File: src/rtl/fft_bfly_pkg.sv
package fft_bfly_pkg;

  typedef enum logic [1:0] {
    MODE_DIT     = 2'b00,
    MODE_DIT_ROT = 2'b01,
    MODE_DIF     = 2'b10,
    MODE_DIF_ROT = 2'b11
  } bfly_mode_e;

  typedef struct packed {
    logic dif;
    logic rot;
    logic inv;
    logic scl;
  } bfly_ctrl_t;

  function automatic bfly_ctrl_t decode_ctrl(input logic [1:0] mode,
                                             input logic inv,
                                             input logic scl);
    bfly_ctrl_t c;
    c.inv = inv;
    c.scl = scl;
    case (bfly_mode_e'(mode))
      MODE_DIT:     begin c.dif = 1'b0; c.rot = 1'b0; end
      MODE_DIT_ROT: begin c.dif = 1'b0; c.rot = 1'b1; end
      MODE_DIF:     begin c.dif = 1'b1; c.rot = 1'b0; end
      default:      begin c.dif = 1'b1; c.rot = 1'b1; end
    endcase
    return c;
  endfunction

endpackage

File: src/rtl/fft_twiddle_prep.sv
module fft_twiddle_prep #(
  parameter int TW = 16
) (
  input  logic signed [TW-1:0] w_re,
  input  logic signed [TW-1:0] w_im,
  input  logic                 rot,
  input  logic                 inv,
  output logic signed [TW-1:0] q_re,
  output logic signed [TW-1:0] q_im
);

  localparam logic signed [TW-1:0] MOST_NEG = {1'b1, {(TW-1){1'b0}}};
  localparam logic signed [TW-1:0] MOST_POS = {1'b0, {(TW-1){1'b1}}};

  function automatic logic signed [TW-1:0] neg_sat(input logic signed [TW-1:0] v);
    return (v == MOST_NEG) ? MOST_POS : -v;
  endfunction

  logic signed [TW-1:0] r_re, r_im;

  // quarter turn by -j: swap parts, negate the new imaginary part
  always_comb begin
    if (rot) begin
      r_re = w_im;
      r_im = neg_sat(w_re);
    end else begin
      r_re = w_re;
      r_im = w_im;
    end
    q_re = r_re;
    q_im = inv ? neg_sat(r_im) : r_im;
  end

endmodule

File: src/rtl/fft_cmul_rnd.sv
module fft_cmul_rnd #(
  parameter int OW = 17,
  parameter int TW = 16
) (
  input  logic                        clk,
  input  logic                        en,
  input  logic signed [OW-1:0]        a_re,
  input  logic signed [OW-1:0]        a_im,
  input  logic signed [TW-1:0]        w_re,
  input  logic signed [TW-1:0]        w_im,
  output logic signed [OW+TW+1-(TW-1)-1:0] p_re,
  output logic signed [OW+TW+1-(TW-1)-1:0] p_im
);

  localparam int FRAC = TW - 1;
  localparam int MW   = OW + TW;
  localparam int PW   = MW + 1;
  localparam int RW   = PW - FRAC;
  localparam logic signed [PW-1:0] HALF = PW'(1) <<< (FRAC - 1);

  logic signed [MW-1:0] pp_rr, pp_ii, pp_ri, pp_ir;
  logic signed [PW-1:0] s_re, s_im;

  // stage one: four partial products
  always_ff @(posedge clk) begin
    if (en) begin
      pp_rr <= a_re * w_re;
      pp_ii <= a_im * w_im;
      pp_ri <= a_re * w_im;
      pp_ir <= a_im * w_re;
    end
  end

  assign s_re = PW'(pp_rr) - PW'(pp_ii) + HALF;
  assign s_im = PW'(pp_ri) + PW'(pp_ir) + HALF;

  // stage two: combine, round to nearest, drop fraction bits
  always_ff @(posedge clk) begin
    if (en) begin
      p_re <= s_re[PW-1:FRAC];
      p_im <= s_im[PW-1:FRAC];
    end
  end

  initial begin
    if (RW != OW + 2) $error("fft_cmul_rnd: width derivation mismatch");
  end

endmodule

File: src/rtl/fft_delay_line.sv
module fft_delay_line #(
  parameter int W     = 8,
  parameter int DEPTH = 1
) (
  input  logic         clk,
  input  logic         en,
  input  logic [W-1:0] din,
  output logic [W-1:0] dout
);

  generate
    if (DEPTH == 0) begin : g_pass
      assign dout = din;
    end else begin : g_regs
      logic [W-1:0] st [DEPTH];
      always_ff @(posedge clk) begin
        if (en) begin
          st[0] <= din;
          for (int i = 1; i < DEPTH; i++) st[i] <= st[i-1];
        end
      end
      assign dout = st[DEPTH-1];
    end
  endgenerate

endmodule

File: src/rtl/fft_bfly_engine.sv
module fft_bfly_engine
  import fft_bfly_pkg::*;
#(
  parameter int DW  = 16,
  parameter int TW  = 16,
  parameter int LAT = 16
) (
  input  logic          clk,
  input  logic          rst,
  input  logic          in_valid,
  output logic          in_ready,
  input  logic [1:0]    in_mode,
  input  logic          in_inverse,
  input  logic          in_scale,
  input  logic [DW-1:0] in_a_re,
  input  logic [DW-1:0] in_a_im,
  input  logic [DW-1:0] in_b_re,
  input  logic [DW-1:0] in_b_im,
  input  logic [TW-1:0] in_w_re,
  input  logic [TW-1:0] in_w_im,
  output logic          out_valid,
  input  logic          out_ready,
  output logic [DW-1:0] out_x_re,
  output logic [DW-1:0] out_x_im,
  output logic [DW-1:0] out_y_re,
  output logic [DW-1:0] out_y_im
);

  localparam int OW   = DW + 1;
  localparam int FRAC = TW - 1;
  localparam int PW   = OW + TW + 1;
  localparam int RW   = PW - FRAC;
  localparam int SW   = RW + 1;
  localparam int CST  = 5;
  localparam int DLY  = LAT - CST;
  localparam int PASSW = 2 * OW + 2;
  localparam logic signed [SW-1:0] MAXV = SW'((2 ** (DW - 1)) - 1);
  localparam logic signed [SW-1:0] MINV = -SW'(2 ** (DW - 1));

  function automatic logic signed [DW-1:0] sat_dw(input logic signed [SW-1:0] v);
    if (v > MAXV) return MAXV[DW-1:0];
    if (v < MINV) return MINV[DW-1:0];
    return v[DW-1:0];
  endfunction

  function automatic logic signed [SW-1:0] halve(input logic signed [SW-1:0] v,
                                                 input logic en_h);
    return en_h ? ((v + SW'(1)) >>> 1) : v;
  endfunction

  // the whole pipeline moves only when the consumer can take a result
  logic adv;
  assign adv      = out_ready;
  assign in_ready = adv;

  // valid chain, the only reset state
  logic [LAT-1:0] vld;
  always_ff @(posedge clk) begin
    if (rst)      vld <= '0;
    else if (adv) vld <= {vld[LAT-2:0], in_valid};
  end
  assign out_valid = vld[LAT-1];

  // stage 1: capture
  logic signed [DW-1:0] s1_a_re, s1_a_im, s1_b_re, s1_b_im;
  logic signed [TW-1:0] s1_w_re, s1_w_im;
  bfly_ctrl_t           s1_ctl;
  always_ff @(posedge clk) begin
    if (adv) begin
      s1_a_re <= in_a_re;  s1_a_im <= in_a_im;
      s1_b_re <= in_b_re;  s1_b_im <= in_b_im;
      s1_w_re <= in_w_re;  s1_w_im <= in_w_im;
      s1_ctl  <= decode_ctrl(in_mode, in_inverse, in_scale);
    end
  end

  // stage 2: twiddle prep and operand steering
  logic signed [TW-1:0] wq_re, wq_im;
  fft_twiddle_prep #(.TW(TW)) u_prep (
    .w_re(s1_w_re), .w_im(s1_w_im), .rot(s1_ctl.rot), .inv(s1_ctl.inv),
    .q_re(wq_re), .q_im(wq_im)
  );

  logic signed [OW-1:0] ext_a_re, ext_a_im, ext_b_re, ext_b_im;
  assign ext_a_re = OW'(s1_a_re);
  assign ext_a_im = OW'(s1_a_im);
  assign ext_b_re = OW'(s1_b_re);
  assign ext_b_im = OW'(s1_b_im);

  logic signed [TW-1:0] s2_w_re, s2_w_im;
  logic signed [OW-1:0] s2_m_re, s2_m_im, s2_p_re, s2_p_im;
  logic                 s2_dif, s2_scl;
  always_ff @(posedge clk) begin
    if (adv) begin
      s2_w_re <= wq_re;
      s2_w_im <= wq_im;
      s2_dif  <= s1_ctl.dif;
      s2_scl  <= s1_ctl.scl;
      if (s1_ctl.dif) begin
        s2_m_re <= ext_a_re - ext_b_re;
        s2_m_im <= ext_a_im - ext_b_im;
        s2_p_re <= ext_a_re + ext_b_re;
        s2_p_im <= ext_a_im + ext_b_im;
      end else begin
        s2_m_re <= ext_b_re;
        s2_m_im <= ext_b_im;
        s2_p_re <= ext_a_re;
        s2_p_im <= ext_a_im;
      end
    end
  end

  // stages 3-4: complex multiply, with side terms delayed alongside
  logic signed [RW-1:0] pr_re, pr_im;
  fft_cmul_rnd #(.OW(OW), .TW(TW)) u_cmul (
    .clk(clk), .en(adv),
    .a_re(s2_m_re), .a_im(s2_m_im), .w_re(s2_w_re), .w_im(s2_w_im),
    .p_re(pr_re), .p_im(pr_im)
  );

  logic [PASSW-1:0] side_d;
  fft_delay_line #(.W(PASSW), .DEPTH(2)) u_side (
    .clk(clk), .en(adv),
    .din({s2_p_re, s2_p_im, s2_dif, s2_scl}),
    .dout(side_d)
  );

  logic signed [OW-1:0] s4_p_re, s4_p_im;
  logic                 s4_dif, s4_scl;
  assign {s4_p_re, s4_p_im, s4_dif, s4_scl} = side_d;

  // stage 5: sum/difference or pass-through, scale, saturate
  logic signed [DW-1:0] pc_re, pc_im;
  logic signed [SW-1:0] rx_re, rx_im, ry_re, ry_im;
  always_comb begin
    pc_re = sat_dw(SW'(pr_re));
    pc_im = sat_dw(SW'(pr_im));
    if (s4_dif) begin
      rx_re = SW'(s4_p_re);
      rx_im = SW'(s4_p_im);
      ry_re = SW'(pr_re);
      ry_im = SW'(pr_im);
    end else begin
      rx_re = SW'(s4_p_re) + SW'(pc_re);
      rx_im = SW'(s4_p_im) + SW'(pc_im);
      ry_re = SW'(s4_p_re) - SW'(pc_re);
      ry_im = SW'(s4_p_im) - SW'(pc_im);
    end
  end

  logic [4*DW-1:0] s5_res;
  always_ff @(posedge clk) begin
    if (adv) begin
      s5_res <= {sat_dw(halve(rx_re, s4_scl)), sat_dw(halve(rx_im, s4_scl)),
                 sat_dw(halve(ry_re, s4_scl)), sat_dw(halve(ry_im, s4_scl))};
    end
  end

  // padding to the fixed latency
  logic [4*DW-1:0] res_d;
  fft_delay_line #(.W(4*DW), .DEPTH(DLY)) u_pad (
    .clk(clk), .en(adv), .din(s5_res), .dout(res_d)
  );

  assign {out_x_re, out_x_im, out_y_re, out_y_im} = res_d;

  initial begin
    if (LAT < CST + 1) $error("fft_bfly_engine: LAT too small");
  end

endmodule

File: config.mk
export PLATFORM = sky130hd
export DESIGN_NAME = fft_bfly_engine
export DESIGN_NICKNAME = d
export VERILOG_FILES = /design/src/rtl/fft_bfly_pkg.sv /design/src/rtl/fft_twiddle_prep.sv /design/src/rtl/fft_cmul_rnd.sv /design/src/rtl/fft_delay_line.sv /design/src/rtl/fft_bfly_engine.sv
export SDC_FILE = /design/constraint.sdc
export NUM_CORES = 2
export LEC_CHECK = 0
export BUFFER_PORTS_ARGS = -buffer_cell sky130_fd_sc_hd__buf_4
export CAP_MARGIN = 20
export CORE_MARGIN = 4
export CORE_UTILIZATION = 34
export CTS_CLUSTER_SIZE = 12
export DETAILED_ROUTE_END_ITERATION = 8
export SYNTH_ARGS = -nofsm -noshare
export SYNTH_HDL_FRONTEND = slang
export SYNTH_SLANG_ARGS = --single-unit
File: constraint.sdc
create_clock -name clk -period 6.6 [get_ports clk]
set_input_delay 0.66 -clock clk [delete_from_list [all_inputs] [get_ports clk]]
set_output_delay 0.66 -clock clk [all_outputs]
set_load 0.1 [all_outputs]
Yosys cells after proc, flatten, opt, wreduce, memory -nomap -nowiden --
Memory sizes are Yosys's and may differ from the RTL's. Index checks and enable logic that the tools add are counted. Widths: inputs -> output; s select.
Cells by class: reductions and logical operators 1, muxes and demuxes 70, shifts and indexed selects 0, bitwise logic cells 0, $add $sub $neg 18, equal/unequal tests 4, magnitude comparators 12, div/mod/pow operators 0, multipliers 4
Operators with widths (count):
- $mux 16 | 29
- $mux 20 | 8
- $mul 17x16->33 | 4
- $add 20x2->20 const B | 4
- $gt 20x16->1 const B | 4
- $lt 20x16->1 const B | 4
- $add 34x16->34 const B | 2
- $mux 17 | 4
- $gt 19x16->1 const B | 2
- $lt 19x16->1 const B | 2
- $add 17x16->18 | 2
- $sub 17x16->18 | 2
- $add 16x16->17 | 2
- $add 33x33->34 | 1
- $sub 16x16->17 | 2
- $sub 33x33->34 | 1
- $eq 16x16->1 const B | 2
- $neg 16->16 | 2
- $mux 1 | 28
- $pmux 2 s3 | 1
- $eq 2x1->1 const B | 1
- $eq 2x2->1 const B | 1
- $logic_not 2->1 | 1
Storage, ports and cells: bits in read-only memories 0, input port bits 104, bits in latches 0, register bits 452, RAM bits 776, output and inout port bits 66, memories kept 2, word-level logic and storage cells 137
Memories:
- u_pad.g_regs.st | depth 11, width 64, rd ports 11, clocked after memory_dff 0, wr ports 11, line fft_delay_line.sv:15 | logic [W-1:0] st [DEPTH];
- u_side.g_regs.st | depth 2, width 36, rd ports 2, clocked after memory_dff 0, wr ports 2, line fft_delay_line.sv:15

Depth between registers and ports, before layout --
depth in word-level cells 16, mapped depth 26, depth with buffers taken out 25

Cells and area by module --
A second synthesis with hierarchy kept.
Second synthesis, totals: cell total of the unflattened synthesis 8293, area total of the unflattened synthesis 94738.4 µm²
By module, submodules not included:
- fft_cmul_rnd | seq. area each 5104.9 µm², cells an instance 5169, times used 1, area an instance 49547.5 µm²
- fft_delay_line (u_pad) | seq. area each 21140.3 µm², cells an instance 704, times used 1, area an instance 21140.3 µm²
- fft_bfly_engine | seq. area each 8308.0 µm², cells an instance 2105, times used 1, area an instance 20085.5 µm²
- fft_delay_line (u_side) | seq. area each 2162.1 µm², cells an instance 108, times used 1, area an instance 2432.3 µm²
- fft_twiddle_prep | seq. area each 0.0 µm², cells an instance 207, times used 1, area an instance 1532.7 µm²

Worst setup path after synthesis --
OpenSTA, ideal clock, no wires.
kind reg-to-reg, from reg s2_w_im[5], to reg u_cmul.pp_ri[32] (data pin), data required time 6340 ps, setup time 260 ps, period minus slack after synthesis 6672 ps, buffers on the path 2, arrival time 6412 ps, cell stages (with the launch flop) 27, setup slack -72 ps, cells stage by stage edfxtp_1 > clkbuf_1 > clkbuf_1 > nand2_1 > fa_1 > inv_1 > fa_1 > inv_1 > fa_1 > fa_1 > inv_1 > fa_1 > inv_1 > fa_1 > inv_1 > ha_1 > a21oi_1 > o22ai_1 > inv_1 > o31a_1 > a21oi_1 > o41ai_1 > o221ai_1 > or4_1 > a31o_2 > a21oi_1 > xnor2_1
On the way: word-level cells in the longest chain between the ends 1
RTL lines:
- start, declared | line fft_bfly_engine.sv:90 | logic signed [TW-1:0] s2_w_re, s2_w_im;
- start signal, assigned | line fft_bfly_engine.sv:96 | s2_w_im <= wq_im;
- $mul 17x16->33 | line fft_cmul_rnd.sv:29 | pp_ri <= a_re * w_im;
- end signal, assigned | line fft_cmul_rnd.sv:29
- end, declared | line fft_cmul_rnd.sv:21 | logic signed [MW-1:0] pp_rr, pp_ii, pp_ri, pp_ir;
Every way passes these cells. A chain may end at the register's enable or synchronous reset.

Worst setup path after layout --
from reg s2_w_im[3], to reg u_cmul.pp_ri[31] (data pin)
Same word-level chain as after synthesis.

==> results.yml <==
logic_synthesis:
  synthTopCellsByArea: "edfxtp_1 (39%), fa_1 (24%), ha_1 (8.1%)"
  synth.cell_area_um2: 93300
  synth_top_area_cell: "edfxtp_1"
  synth_most_common_cell: "inv_1"
  synth_top_area_frac: 0.390
  synth.avg_cell_area_um2: 11.6
  syn_nets: 9897
  ys.flop_type: "edfxtp_1"
  synth_edf_count: 1212
  yosysSeqAreaShare: 0.393
  synthCells: 8079
  synthDistinctLibCells: 113
  synth_seq_cells: 1228
  yosys_warnings: 0
  synth_common_cells: "inv_1 (1,390), edfxtp_1 (1,212), fa_1 (1,112), nand2_1 (805), ha_1 (602)"
  async_reset_ff_frac: 0
clocking:
  cts_sinks: 1228
  path_clk_slew_ps: 60
  cts_tree: "yes"
  cts_buffer_depth: 4
  worstSkewPairLatency_ps: 800
  root_buffer: "clkbuf_16"
  cts_made_buffers: 147
  h-tree-depth: 4
finish:
  finalInstanceArea_um2: 109000
  post-route-util: 0.400
  syn_to_final_growth_pct: 17.3
  drive_above_1_share: 0.140
  nets: 10519
  finalNonFillerCells: 12376
critical_path:
  rrSetupSlack_ps: -6
  reg2reg_from: "s2_w_im[3]$_DFFE_PP_"
  critical_path_peak_fanout: 5
  critPathArrivalTime_ps: 7100
  worstSetupStartpointType: "flip-flop"
  crit_path_end_kind: "flip-flop"
  critPathKind: "reg -> reg"
  crit_start: "s2_w_im[3]$_DFFE_PP_"
  r2r-end: "u_cmul.pp_ri[31]$_DFFE_PP_"
  r2r_cells: 24
  crit_required_ps: 7100
timing:
  setup_violations: 1
  max_freq_ghz: 0.151
  skew_ps: 60.9
  finalHoldViolations: 0
  relSlewSlack: 0.276
  min_period_ps: 6610
  fin_hold_ws_ps: 74.9
  setup_ws_ps: -5.97
  tightest_slew_ps: 1090
  period_share: 1.00
  rsz0062_at_grt: "yes"
  drv_slew: 0
outcome:
  run_status: "finished, violations left"
  violations: "negative setup slack"
drt:
  vias: 60019
  drtIter0Drc: 3843
  routed_via_density: 4.85
  route.detailed.drc: 0
  ant_nets: 0
  wl_mm: 235
  wl_per_cell_um: 19.0
  drt_first_pass_iters: 7
flow_run:
  cap_violations: 0
placed_design:
  post_dp_cell_area_um2: 102000
  dp.cells: 11999
  io_buffer_count: 169
  hpwl_mm: 183
  gp_congestion: 0.925
die:
  initial_core_util: 0.341
  dieHeight_um: 532
  die_area_um2: 283000
  pin_count: 170
  die_w_um: 532
  design.core.area_um2: 273000
  fp-row-count: 192
global_routing:
  grt_max_degree: 205
  grt.overflow.total: 0
  track_usage: 0.165
  grt_pass1_vias: 63930
  grt_pass1_wl_mm: 366
  antenna_found_initial: 17
hold_path:
  hold_start: "in_w_re[10]"
  whs_endpoint: "s1_w_re[10]$_DFFE_PP_"
  hold_path.class: "in -> reg"
  worstHoldPathCells: 1
placed cells by master (no fill, tap or decap), types with 37 or more instances in the layout:
| master | count |
|---|---|
| inv_1 | 1357 |
| edfxtp_1 | 1212 |
| fa_1 | 1092 |
| nand2_1 | 790 |
| buf_4 | 613 |
| ha_1 | 574 |
| and2_1 | 412 |
| nor2_1 | 254 |
| a21oi_1 | 224 |
| xnor2_1 | 190 |
| o21ai_0 | 167 |
| clkbuf_16 | 153 |
| a21o_1 | 116 |
| nand2b_1 | 102 |
| nor3_1 | 90 |
| nand3_1 | 87 |
| buf_12 | 82 |
| xor2_1 | 62 |
| o21a_1 | 52 |
| nor2b_1 | 50 |
| mux2i_1 | 48 |
| a31oi_1 | 46 |
| dlygate4sd3_1 | 46 |
| and3_1 | 43 |
| or3_1 | 38 |
| o21bai_1 | 37 |
worst max-delay path, cell delays in order (launching register included):
cell,delay [ps]
edfxtp_1,340
buf_6,130
buf_6,130
nand2_1,80
fa_1,540
inv_1,60
fa_1,530
inv_1,50
fa_1,500
inv_1,50
fa_1,530
inv_1,50
fa_1,480
inv_1,60
fa_1,530
ha_4,230
nand2_4,90
o21ai_1,70
o41a_1,610
o41ai_4,420
nand2b_4,220
a31oi_4,90
o31ai_4,220
mux2i_1,250
nand2_1,80
cells by family (layout without fill, tap and decap cells):
kind of cell    Yosys count  after routing  share of synthesized area
other cells               0              5                          0
simple gates           2043           2043                      0.108
mux                      71             71                    0.00792
xor+xnor                256            256                     0.0240
buf+inv                1717           2420                     0.0705
flops                  1228           1228                      0.393
fa+ha+maj              1714           1714                      0.319
compound gates         1050           1050                     0.0770
what timing repair did:
item                                   4_1_cts  5_1_grt
endpoints found under the hold margin       46        0
pin swaps                                   82      114
setup buffers                               58       38
setup endpoints to repair                   24       34
cloned                                       2        3
hold buffers                                46        0
gates resized for setup                    133      179
through the flow:
step / setup TNS, ps / setup slack, ps
after global routing: -1600 / -182
after floorplan: 0 / 26.2
after CTS: -69.9 / -60.6
after global placement: -5150 / -481
after detailed placement: -5360 / -408
final: -5.97 / -5.97
per-layer routing:
layer  track usage  wire (um)  vias up
li1              -          -    27908
met1         0.216     102000    30260
met5             0         14        -
met4        0.0641      10200        2
met3        0.0206      11100      419
met2         0.278     112000     1430
sequential cells by signal (all words and copies together) (netlist names), 17 cells and up:
| name | flops |
|---|---|
| u_cmul.pp_rr | 33 |
| u_cmul.p_im | 19 |
| s2_p_re | 17 |
| s2_m_im | 17 |
| s2_m_re | 17 |
| u_pad.g_regs.st | 704 |
| s5_res | 64 |
| u_side.g_regs.st | 72 |
| u_cmul.pp_ri | 33 |
| u_cmul.p_re | 19 |
| u_cmul.pp_ir | 33 |
| s2_p_im | 17 |
| u_cmul.pp_ii | 33 |
worst max-delay path by stage:
| stage | slack [ps] | depth (start not counted) | end |
|---|---|---|---|
| floorplan | 30 | 26 | u_cmul.pp_rr[32]$_DFFE_PP_ |
| global placement | -480 | 25 | u_cmul.pp_ri[32]$_DFFE_PP_ |
| detailed placement | -410 | 23 | u_cmul.pp_ri[32]$_DFFE_PP_ |
| CTS | -60 | 23 | u_cmul.pp_ri[32]$_DFFE_PP_ |
| global route | -180 | 25 | u_cmul.pp_ri[31]$_DFFE_PP_ |
| finish | -6 | 24 | u_cmul.pp_ri[31]$_DFFE_PP_ |
cell type report:
class | instances | area (um^2)
Antenna cell | 5 | 12.5
Clock buffer | 180 | 3890
Clock inverter | 50 | 546
Fill cell | 25899 | 164000
Inverter | 1391 | 5230
Multi-Input combinational cell | 5134 | 51000
Sequential cell | 1228 | 36700
Tap cell | 3589 | 4490
Timing Repair Buffer | 799 | 7520
Power is not shown: default switching activity piles up to over one toggle a cycle in this logic, so the estimate is an artifact.
